[src/rtl/intc_pkg.sv]
package intc_pkg;

  // Index of the most significant set bit; 0 when none is set.
  function automatic int top_bit(input logic [31:0] v);
    int r;
    r = 0;
    for (int i = 0; i < 32; i++) begin
      if (v[i]) r = i;
    end
    return r;
  endfunction

  // Channels strictly above idx; all channels when nothing blocks.
  function automatic logic [31:0] outrank_mask(input int idx, input logic blocked);
    logic [31:0] m;
    m = ~((32'd2 << idx) - 32'd1);
    return blocked ? m : '1;
  endfunction

  typedef enum logic [1:0] {
    RG_PEND = 2'd0,
    RG_SERV = 2'd1,
    RG_ENA  = 2'd2,
    RG_CFG  = 2'd3
  } reg_kind_e;

endpackage

[src/rtl/intc_edge_bank.sv]
module intc_edge_bank #(
  parameter int NUM_CH = 16
) (
  input  logic              clk,
  input  logic              rst_n,
  input  logic [NUM_CH-1:0] irq_in,
  output logic [NUM_CH-1:0] rise
);
  logic [NUM_CH-1:0] prev_q;

  always_ff @(posedge clk or negedge rst_n) begin
    if (!rst_n) prev_q <= '0;
    else        prev_q <= irq_in;
  end

  assign rise = irq_in & ~prev_q;
endmodule

[src/rtl/intc_chan_state.sv]
module intc_chan_state #(
  parameter int NUM_CH = 16
) (
  input  logic              clk,
  input  logic              rst_n,
  input  logic [NUM_CH-1:0] rise,
  input  logic [NUM_CH-1:0] ena_q,
  input  logic [NUM_CH-1:0] ena_d,
  input  logic [NUM_CH-1:0] pend_keep,
  input  logic [NUM_CH-1:0] svc_keep,
  input  logic [NUM_CH-1:0] ack_set,
  input  logic              sw_mode_d,
  output logic [NUM_CH-1:0] pend_q,
  output logic [NUM_CH-1:0] svc_q
);
  logic [NUM_CH-1:0] pend_d, svc_d, new_evt;

  assign new_evt = rise & ena_q;

  always_comb begin
    pend_d = ((pend_q & pend_keep & ~ack_set) | new_evt) & ena_d;
    svc_d  = sw_mode_d ? ((svc_q & svc_keep) | ack_set) : '0;
  end

  always_ff @(posedge clk or negedge rst_n) begin
    if (!rst_n) begin
      pend_q <= '0;
      svc_q  <= '0;
    end else begin
      pend_q <= pend_d;
      svc_q  <= svc_d;
    end
  end

  AST_ACK_ONEHOT: assert property (@(posedge clk) disable iff (!rst_n)
    $onehot0(ack_set));
  AST_DISABLED_NOT_PENDING: assert property (@(posedge clk) disable iff (!rst_n)
    (pend_q & ~ena_q) == '0);
  AST_ACK_CLEARS_PEND: assert property (@(posedge clk) disable iff (!rst_n)
    (|ack_set) |=> (pend_q & $past(ack_set & ~new_evt)) == '0);
  AST_SW_ACK_SETS_SERVICE: assert property (@(posedge clk) disable iff (!rst_n)
    (sw_mode_d && (|ack_set)) |=> (svc_q & $past(ack_set)) == $past(ack_set));
  AST_SERVICE_ONLY_BY_ACK: assert property (@(posedge clk) disable iff (!rst_n)
    1'b1 |=> (svc_q & ~$past(svc_q) & ~$past(ack_set)) == '0);
endmodule

[src/rtl/intc_prio_arb.sv]
module intc_prio_arb
  import intc_pkg::*;
#(
  parameter int NUM_CH = 16,
  localparam int IDX_W = $clog2(NUM_CH)
) (
  input  logic [NUM_CH-1:0] pend,
  input  logic [NUM_CH-1:0] svc,
  output logic              req,
  output logic [IDX_W-1:0]  win_idx
);
  logic              svc_any;
  logic [IDX_W-1:0]  svc_idx;
  logic [NUM_CH-1:0] eligible;

  always_comb begin
    svc_any  = |svc;
    svc_idx  = IDX_W'(top_bit(32'(svc)));
    eligible = pend & NUM_CH'(outrank_mask(int'(svc_idx), svc_any));
    req      = |eligible;
    win_idx  = IDX_W'(top_bit(32'(eligible)));
  end
endmodule

[src/rtl/intc_prio_ctrl.sv]
module intc_prio_ctrl
  import intc_pkg::*;
#(
  parameter int NUM_CH = 16,
  parameter int DATA_W = 8,
  localparam int NGRP   = NUM_CH / DATA_W,
  localparam int ADDR_W = $clog2(3 * NGRP + 1)
) (
  input  logic              clk,
  input  logic              rst_n,
  input  logic [NUM_CH-1:0] irq_in,
  input  logic [ADDR_W-1:0] bus_addr,
  input  logic              bus_wr,
  input  logic [DATA_W-1:0] bus_wdata,
  output logic [DATA_W-1:0] bus_rdata,
  input  logic              ack_stb,
  output logic              irq_req,
  output logic              vec_valid,
  output logic [DATA_W-1:0] vec_out
);
  localparam int IDX_W    = $clog2(NUM_CH);
  localparam int BASE_W   = DATA_W - IDX_W;
  localparam int MODE_BIT = IDX_W - 1;
  localparam int CFG_ADDR = 3 * NGRP;

  logic [NUM_CH-1:0] rise, pend_q, svc_q, ena_q, ena_d;
  logic [NUM_CH-1:0] pend_keep, svc_keep, ack_set;
  logic [BASE_W-1:0] base_q, base_d;
  logic              sw_mode_q, sw_mode_d;
  logic [IDX_W-1:0]  win_idx;
  logic              ack_take;
  logic [DATA_W-1:0] vec_q;
  logic              vec_v_q;

  // Address of register kind k, byte group g (upper group first).
  function automatic logic [ADDR_W-1:0] reg_addr(input reg_kind_e k, input int g);
    return ADDR_W'(int'(k) * NGRP + (NGRP - 1 - g));
  endfunction

  intc_edge_bank #(.NUM_CH(NUM_CH)) u_edge (
    .clk(clk), .rst_n(rst_n), .irq_in(irq_in), .rise(rise)
  );

  intc_chan_state #(.NUM_CH(NUM_CH)) u_state (
    .clk(clk), .rst_n(rst_n), .rise(rise), .ena_q(ena_q), .ena_d(ena_d),
    .pend_keep(pend_keep), .svc_keep(svc_keep), .ack_set(ack_set),
    .sw_mode_d(sw_mode_d), .pend_q(pend_q), .svc_q(svc_q)
  );

  intc_prio_arb #(.NUM_CH(NUM_CH)) u_arb (
    .pend(pend_q), .svc(svc_q), .req(irq_req), .win_idx(win_idx)
  );

  // Write decode: clear masks and next values of the control registers
  always_comb begin
    ena_d     = ena_q;
    pend_keep = '1;
    svc_keep  = '1;
    base_d    = base_q;
    sw_mode_d = sw_mode_q;
    if (bus_wr) begin
      for (int g = 0; g < NGRP; g++) begin
        if (bus_addr == reg_addr(RG_PEND, g)) pend_keep[g*DATA_W +: DATA_W] = bus_wdata;
        if (bus_addr == reg_addr(RG_SERV, g)) svc_keep[g*DATA_W +: DATA_W]  = bus_wdata;
        if (bus_addr == reg_addr(RG_ENA, g))  ena_d[g*DATA_W +: DATA_W]     = bus_wdata;
      end
      if (bus_addr == ADDR_W'(CFG_ADDR)) begin
        base_d    = bus_wdata[DATA_W-1 -: BASE_W];
        sw_mode_d = bus_wdata[MODE_BIT];
      end
    end
  end

  // Read mux
  always_comb begin
    bus_rdata = '0;
    for (int g = 0; g < NGRP; g++) begin
      if (bus_addr == reg_addr(RG_PEND, g)) bus_rdata = pend_q[g*DATA_W +: DATA_W];
      if (bus_addr == reg_addr(RG_SERV, g)) bus_rdata = svc_q[g*DATA_W +: DATA_W];
      if (bus_addr == reg_addr(RG_ENA, g))  bus_rdata = ena_q[g*DATA_W +: DATA_W];
    end
    if (bus_addr == ADDR_W'(CFG_ADDR))
      bus_rdata = {base_q, sw_mode_q, {MODE_BIT{1'b0}}};
  end

  assign ack_take = ack_stb && irq_req;
  assign ack_set  = ack_take ? (NUM_CH'(1) << win_idx) : '0;

  always_ff @(posedge clk or negedge rst_n) begin
    if (!rst_n) begin
      ena_q     <= '0;
      base_q    <= '0;
      sw_mode_q <= 1'b0;
      vec_q     <= '0;
      vec_v_q   <= 1'b0;
    end else begin
      ena_q     <= ena_d;
      base_q    <= base_d;
      sw_mode_q <= sw_mode_d;
      vec_v_q   <= ack_take;
      if (ack_take) vec_q <= {base_q, win_idx};
    end
  end

  assign vec_valid = vec_v_q;
  assign vec_out   = vec_q;

  AST_REQ_HAS_PENDING: assert property (@(posedge clk) disable iff (!rst_n)
    irq_req |-> pend_q[win_idx]);
  AST_REQ_OUTRANKS_SERVICE: assert property (@(posedge clk) disable iff (!rst_n)
    irq_req |-> (svc_q >> win_idx) == '0);
  AST_VEC_NEEDS_ACK: assert property (@(posedge clk) disable iff (!rst_n)
    vec_valid |-> $past(ack_stb));
  AST_AUTO_NO_SERVICE: assert property (@(posedge clk) disable iff (!rst_n)
    !sw_mode_q |-> svc_q == '0);
endmodule

[config.mk]
export PLATFORM = sky130hd
export DESIGN_NAME = intc_prio_ctrl
export DESIGN_NICKNAME = d
export VERILOG_FILES = /design/src/rtl/intc_pkg.sv /design/src/rtl/intc_edge_bank.sv /design/src/rtl/intc_chan_state.sv /design/src/rtl/intc_prio_arb.sv /design/src/rtl/intc_prio_ctrl.sv
export SDC_FILE = /design/constraint.sdc
export NUM_CORES = 1
export LEC_CHECK = 0
export ABC_AREA = 1
export BUFFER_PORTS_ARGS = -buffer_cell sky130_fd_sc_hd__buf_2
export CORE_ASPECT_RATIO = 1.5
export CORE_UTILIZATION = 45
export DETAILED_ROUTE_END_ITERATION = 8
export HOLD_SLACK_MARGIN = 0.1
export PLACE_DENSITY_LB_ADDON = 0.3
export SLEW_MARGIN = 20
export SYNTH_ARGS = -nofsm -noshare
export SYNTH_HDL_FRONTEND = slang
export SYNTH_SLANG_ARGS = --single-unit
[constraint.sdc]
create_clock -name clk -period 6.1 [get_ports clk]
set_input_delay 1.22 -clock clk [delete_from_list [all_inputs] [get_ports clk]]
set_output_delay 1.22 -clock clk [all_outputs]
set_load 0.01 [all_outputs]
==> results of run 1 <==
routing by layer:
metal	vias to the layer above	wire length, µm	GRT usage
met3	37	470	0.0513
met1	1822	5190	0.354
li1	1898	-	-
met2	122	5920	0.432
met4	0	518	0.147
met5	-	0	0
synthesized netlist by cell type:
| library cell | number | area [µm²] |
|---|---|---|
| nand2_1 | 115 | 432 |
| inv_1 | 82 | 308 |
| dfrtp_1 | 78 | 1950 |
| nor2_1 | 54 | 203 |
| o21ai_0 | 50 | 250 |
| a21oi_1 | 47 | 235 |
| nand3_1 | 23 | 115 |
| inv_2 | 13 | 48.8 |
| nand4_1 | 12 | 75.1 |
| o211ai_1 | 11 | 82.6 |
| a221oi_1 | 7 | 61.3 |
| clkbuf_1 | 6 | 22.5 |
| nor2_4 | 6 | 67.6 |
| o221ai_1 | 5 | 43.8 |
| nand2_2 | 4 | 25.0 |
| o21bai_1 | 4 | 30.0 |
| buf_4 | 3 | 22.5 |
| nand2_4 | 3 | 33.8 |
| nor2_2 | 3 | 18.8 |
| o21ai_1 | 3 | 15.0 |
| a31oi_1 | 2 | 12.5 |
| nand3_2 | 2 | 20.0 |
| nand4_2 | 2 | 25.0 |
| a21boi_0 | 1 | 7.51 |
| a221o_1 | 1 | 10.0 |
| a22o_1 | 1 | 8.76 |
| a31oi_2 | 1 | 12.5 |
| clkinv_1 | 1 | 3.75 |
| ha_1 | 1 | 12.5 |
| nor3_1 | 1 | 5.00 |
| nor3_4 | 1 | 16.3 |
| nor4_1 | 1 | 6.26 |
| nor4_4 | 1 | 21.3 |
| o22ai_1 | 1 | 6.26 |
cell usage in the layout, fill, tap and decap left out, types with 5 or more instances in the layout:
master     synthesis  layout
a221oi_1           7       7
inv_2             13      13
nand2_1          115     115
o21ai_0           50      50
clkbuf_16          0       9
dfrtp_1           78      78
nand3_1           23      23
nand4_1           12      12
a21oi_1           47      47
nor2_1            54      54
buf_2              0      47
nor2_4             6       6
o221ai_1           5       5
o211ai_1          11      11
inv_1             82      82
layout make-up:
class	instances	area, µm²
well taps	110	138
inverters	96	360
multi-input cells	363	1850
flip-flops and latches	78	1950
fillers	901	4050
clock buffers	10	239
repair buffers	49	254
clock inverters	6	91.3
sequential cells by signal, indices dropped and copies added, names as in the netlist:
register	count
u_state.pend_q	16
vec_valid	1
ena_q	16
u_state.svc_q	16
vec_out	8
base_q	4
sw_mode_q	1
u_edge.prev_q	16
where the power goes:
group          switching, mW  internal (mW)
clock network          0.226          0.372
logic                   1.40          0.628
registers              0.108          0.662
total                   1.73           1.66
through the flow:
| step | hold slack [ns] | power (mW) | util | setup WS (ns) |
|---|---|---|---|---|
| 6_report | 0.467 | 3.39 | 0.547 | 1.48 |
| 5_1_grt | 0.505 | 3.70 | 0.547 | 1.08 |
| 4_1_cts | 0.473 | 3.39 | 0.546 | 1.49 |
| 3_5_place_dp | 0.458 | 2.78 | 0.510 | 1.65 |
| 3_3_place_gp | 0.453 | 2.78 | 0.510 | 1.68 |
| 2_1_floorplan | 0.453 | 2.28 | - | 2.31 |
cells by family after synthesis:
group / after synthesis / share of synthesized area
simple gates: 228 / 0.253
compound gates: 134 / 0.184
fa+ha+maj: 1 / 0.00297
buf+inv: 105 / 0.0963
flops: 78 / 0.464
final timing paths:
path / start / end / cells after the start
setup / recovery: u_state.svc_q[2] / irq_req / 24
hold / removal: vec_out[3] / vec_out[3] / 2
setup reg to reg: u_state.svc_q[2] / u_state.pend_q[7] / 29
hold reg to reg: vec_out[3] / vec_out[3] / 2
max in group asynchronous: rst_n / ena_q[9] / 1
min in group asynchronous: rst_n / base_q[1] / 1
critical path, stage by stage, from the launching register on:
cell	delay, ns
dfrtp_1	0.36
inv_1	0.11
nand2_1	0.12
nand2_1	0.07
nand3_1	0.06
nand2_1	0.06
nand3_1	0.10
a31oi_2	0.38
nand3_1	0.15
nor2_1	0.18
inv_1	0.07
ha_1	0.20
inv_1	0.07
nor2_1	0.06
nand2_1	0.09
inv_2	0.05
nand4_1	0.10
nand3_2	0.08
nand2_2	0.12
inv_2	0.07
nor2_4	0.11
nand2_4	0.08
nor2_4	0.13
nand2_2	0.08
buf_2	0.16
==> run_results.csv, run 1 <==
group,metric,value,unit
place,dpl_cell_area,4550,µm²
worst_setup_path,cp-start-kind,"flop",
timing,fin_crit_sh,0.757,
cts,clock-root-buffer,"clkbuf_16",
worst_setup_path,arrival,3.40,ns
die,core_area,8930,µm²
layout,post-route-cell-area,4890,µm²
layout,area_delta_synth_final,16.1,%
global_routing,grt.total_usage,0.275,
global_routing,antenna_found_initial,0,
layout,final_cells,712,
cts,tritoncts,"yes",
cts,clkTransAtPathRegs,0.06,ns
global_routing,grt_remaining_overflow,0,
place,hpwl,9150,µm
synthesis,yosys_warnings,0,
cts,htree_num_levels,3,
die,num_rows,42,
cts,ctsResizeCount,0,
global_routing,grt_pass1_wl,19400,µm
synthesis,synth_fp_nets,578,
route,num_vias,3879,
synthesis,ys_ff_latch,78,
cts,clk_path_buf_depth,2,
route,drtAntennaViolNets,0,
flow_run,max-cap-violations,0,
worst_setup_path,cp.required,4.88,ns
layout,drive_above_1_share,0.168,
route,drc,0,
cts,cts_buffers,9,
route,wl_per_cell,17.0,µm
synthesis,ys_seq_area_frac,0.464,
layout,nets,629,
cts,clock-sinks,78,
cts,cts_hold_buf,0,
global_routing,grt_pass1_vias,3833,
timing,skew,0.00473,ns
global_routing,grt_max_degree,79,
die,die_area,9750,µm²
timing,setup_viol,0,
timing,fmax,217,MHz
cts,clk_latency,0.34,ns
power,p_leak,2.44,nW
timing,fin_tns_setup,0,ns
route,drt_pass1_iterations,6,
worst_setup_path,r2r_setup_slack,2.28,ns
place,port_buffers,48,
timing,hold_violations,0,
die,initial_core_util,0.471,
timing,relSlewSlack,0.315,
power,p_per_area,694,nW/µm²
place,gp_congestion,0.988,
synthesis,syn_area,4210,µm²
synthesis,syn_inst,546,
route,wirelength,12100,µm
route,via_per_inst,5.45,
layout,antennaDiodeCount,0,
worst_setup_path,critPathKind,"reg2out",
die,die_w,81.0,µm
timing,final.min_clock_period,4.62,ns
power,peakVddDrop,0.658,mV
route,drtIter0Drc,244,
synthesis,syn_avg_cell_area,7.71,µm²
timing,rsz0062_at_grt,"no",
hold_path,hp-class,"reg2reg",
die,die_height,120,µm
die,io_pins,49,
place,dp_cells,696,
outcome,status,"finished clean",
worst_setup_path,worstPathMaxFanout,7,
cts,cts_setup_buffers,0,
worst_setup_path,critPathCaptureType,"primary output",
timing,worst_slew_pin_slew,1.02,ns
synthesis,synth_cell_type_count,34,
timing,drv_slew,0,
No activity file was read; power rests on OpenSTA's default activity.
==> inputs of run 2 (changes only) <==
==> constraint.sdc (replaced) <==
create_clock -name clk -period 3.7 [get_ports clk]
set_input_delay 0.74 -clock clk [delete_from_list [all_inputs] [get_ports clk]]
set_output_delay 0.74 -clock clk [all_outputs]
set_load 0.01 [all_outputs]
==> run 2 against run 1 <==
Clock-buffer cell count unchanged. Critical path depth is 1 lower. Non-clock buffer count rose by 47. Worst setup slack lost 1.5 ns. Hold slack gained 0.012 ns. Utilization is 6.0 points higher. Sequential cell count stayed put. Design area is 11% higher. Final cell count rose by 6.6%. Sequential share of layout area is 4.0 points lower. Die area unchanged.
==> run_results.csv, run 2 (synthesis results as in run 1) <==
group,metric,value,unit
outcome,status,"finished clean",
timing,hold_slack,0.479,ns
route,via_per_inst,5.60,
layout,final_cell_mix,"106 x nand2_1, 78 x dfrtp_1, 75 x inv_1",
timing,fmax,271,MHz
global_routing,grt.total_usage,0.300,
die,io_pins,49,
cts,clkTransAtPathRegs,0.07,ns
cts,tritoncts,"yes",
timing,worst_slew_pin_slew,0.970,ns
route,drtIter0Drc,279,
route,drc,0,
global_routing,grt_remaining_overflow,0,
worst_setup_path,worstPathMaxFanout,3,
cts,clock-root-buffer,"clkbuf_16",
die,die_area,9750,µm²
timing,drv_slew,0,
timing,fin_crit_sh,0.999,
place,port_buffers,48,
worst_setup_path,critPathCaptureType,"primary output",
route,wirelength,13600,µm
place,gp_congestion,1.06,
place,hpwl,10000,µm
global_routing,antenna_found_initial,0,
layout,antennaDiodeCount,0,
hold_path,hp-class,"reg2reg",
global_routing,grt_pass1_vias,3992,
global_routing,grt_max_degree,79,
die,die_height,120,µm
cts,clk_path_buf_depth,2,
worst_setup_path,critPathKind,"reg2out",
worst_setup_path,cp-start-kind,"flop",
die,num_rows,42,
timing,rsz0062_at_grt,"yes",
worst_setup_path,cp.required,2.96,ns
flow_run,max-cap-violations,0,
die,initial_core_util,0.471,
cts,htree_num_levels,3,
route,drtAntennaViolNets,0,
cts,cts_buffers,9,
timing,setup_viol,0,
route,num_vias,4253,
die,die_w,81.0,µm
route,drt_pass1_iterations,5,
timing,relSlewSlack,0.353,
timing,final.min_clock_period,3.70,ns
layout,area_delta_synth_final,28.8,%
timing,hold_violations,0,
route,wl_per_cell,17.9,µm
cts,cts_hold_buf,0,
global_routing,grt_pass1_wl,21100,µm
die,core_area,8930,µm²
layout,final_common_cell,"nand2_1",
cts,clk_latency,0.35,ns
cts,clock-sinks,78,
layout,drive_above_1_share,0.284,
worst_setup_path,arrival,2.96,ns
layout,nets,676,
timing,skew,0.0103,ns
[run 2: final timing paths]
| kind | to | slack, ns | cells past startpoint | from |
|---|---|---|---|---|
| min | vec_out[3] | 0.48 | 2 | vec_out[3] |
| max reg2reg | u_state.pend_q[6] | 0.03 | 30 | u_state.svc_q[5] |
| max in group asynchronous | ena_q[8] | 2.52 | 1 | rst_n |
| min reg2reg | vec_out[3] | 0.48 | 2 | vec_out[3] |
| max | irq_req | 0.004 | 23 | u_state.svc_q[5] |
| min in group asynchronous | base_q[1] | 0.54 | 1 | rst_n |
[run 2: through the flow]
stage / TNS (ns) / std cells / cell area [µm²] / setup slack (ns) / utilization
3_3_place_gp: 0 / 717 / 4710 / 0.179 / 0.527
5_1_grt: -2.78 / 759 / 5420 / -0.226 / 0.607
6_report: 0 / 759 / 5420 / 0.00374 / 0.607
2_1_floorplan: 0 / 546 / 4210 / 0.388 / -
4_1_cts: 0 / 752 / 5260 / 0.00133 / 0.589
3_5_place_dp: 0 / 717 / 4710 / 0.117 / 0.527
[run 2: final cells by class]
cell class / instances / area, µm²
Fill cell: 847 / 3510
Multi-Input combinational cell: 363 / 2010
Sequential cell: 78 / 1950
Timing Repair Buffer: 96 / 629
Inverter: 96 / 363
Clock buffer: 10 / 239
Tap cell: 110 / 138
Clock inverter: 6 / 92.6
[run 2: critical path, cell delays in order (launching register included)]
cell and delay, ns:
dfrtp_1 0.41, nor2_2 0.18, nand2_1 0.07, nand3_1 0.06
nand2_1 0.07, nand3_2 0.10, a31oi_4 0.11, buf_6 0.14
nand4_1 0.11, ha_2 0.19, inv_2 0.05, nor2_4 0.11
nand2_2 0.07, inv_2 0.07, nand2_2 0.06, a21oi_2 0.13
o21ai_1 0.09, nand2_1 0.09, nand2_1 0.06, inv_2 0.09
nand3_4 0.07, nor2_4 0.10, nand2_2 0.06, buf_6 0.12
[run 2: what timing repair did]
action                                  4_1_cts  5_1_grt
endpoints found under the setup margin        1       25
buffers inserted                             19        7
pin swaps                                    15       24
resized for setup                            19       31
[run 2: routing by layer]
metal,vias to the layer above,GRT usage,wire [µm]
li1,1996,-,-
met1,2081,0.375,5520
met2,150,0.505,7130
met3,26,0.0483,657
met4,0,0.125,313
met5,-,0,0
Power of run 2 is not shown: default switching activity piles up to over one toggle a cycle in this logic, so the estimate is an artifact.
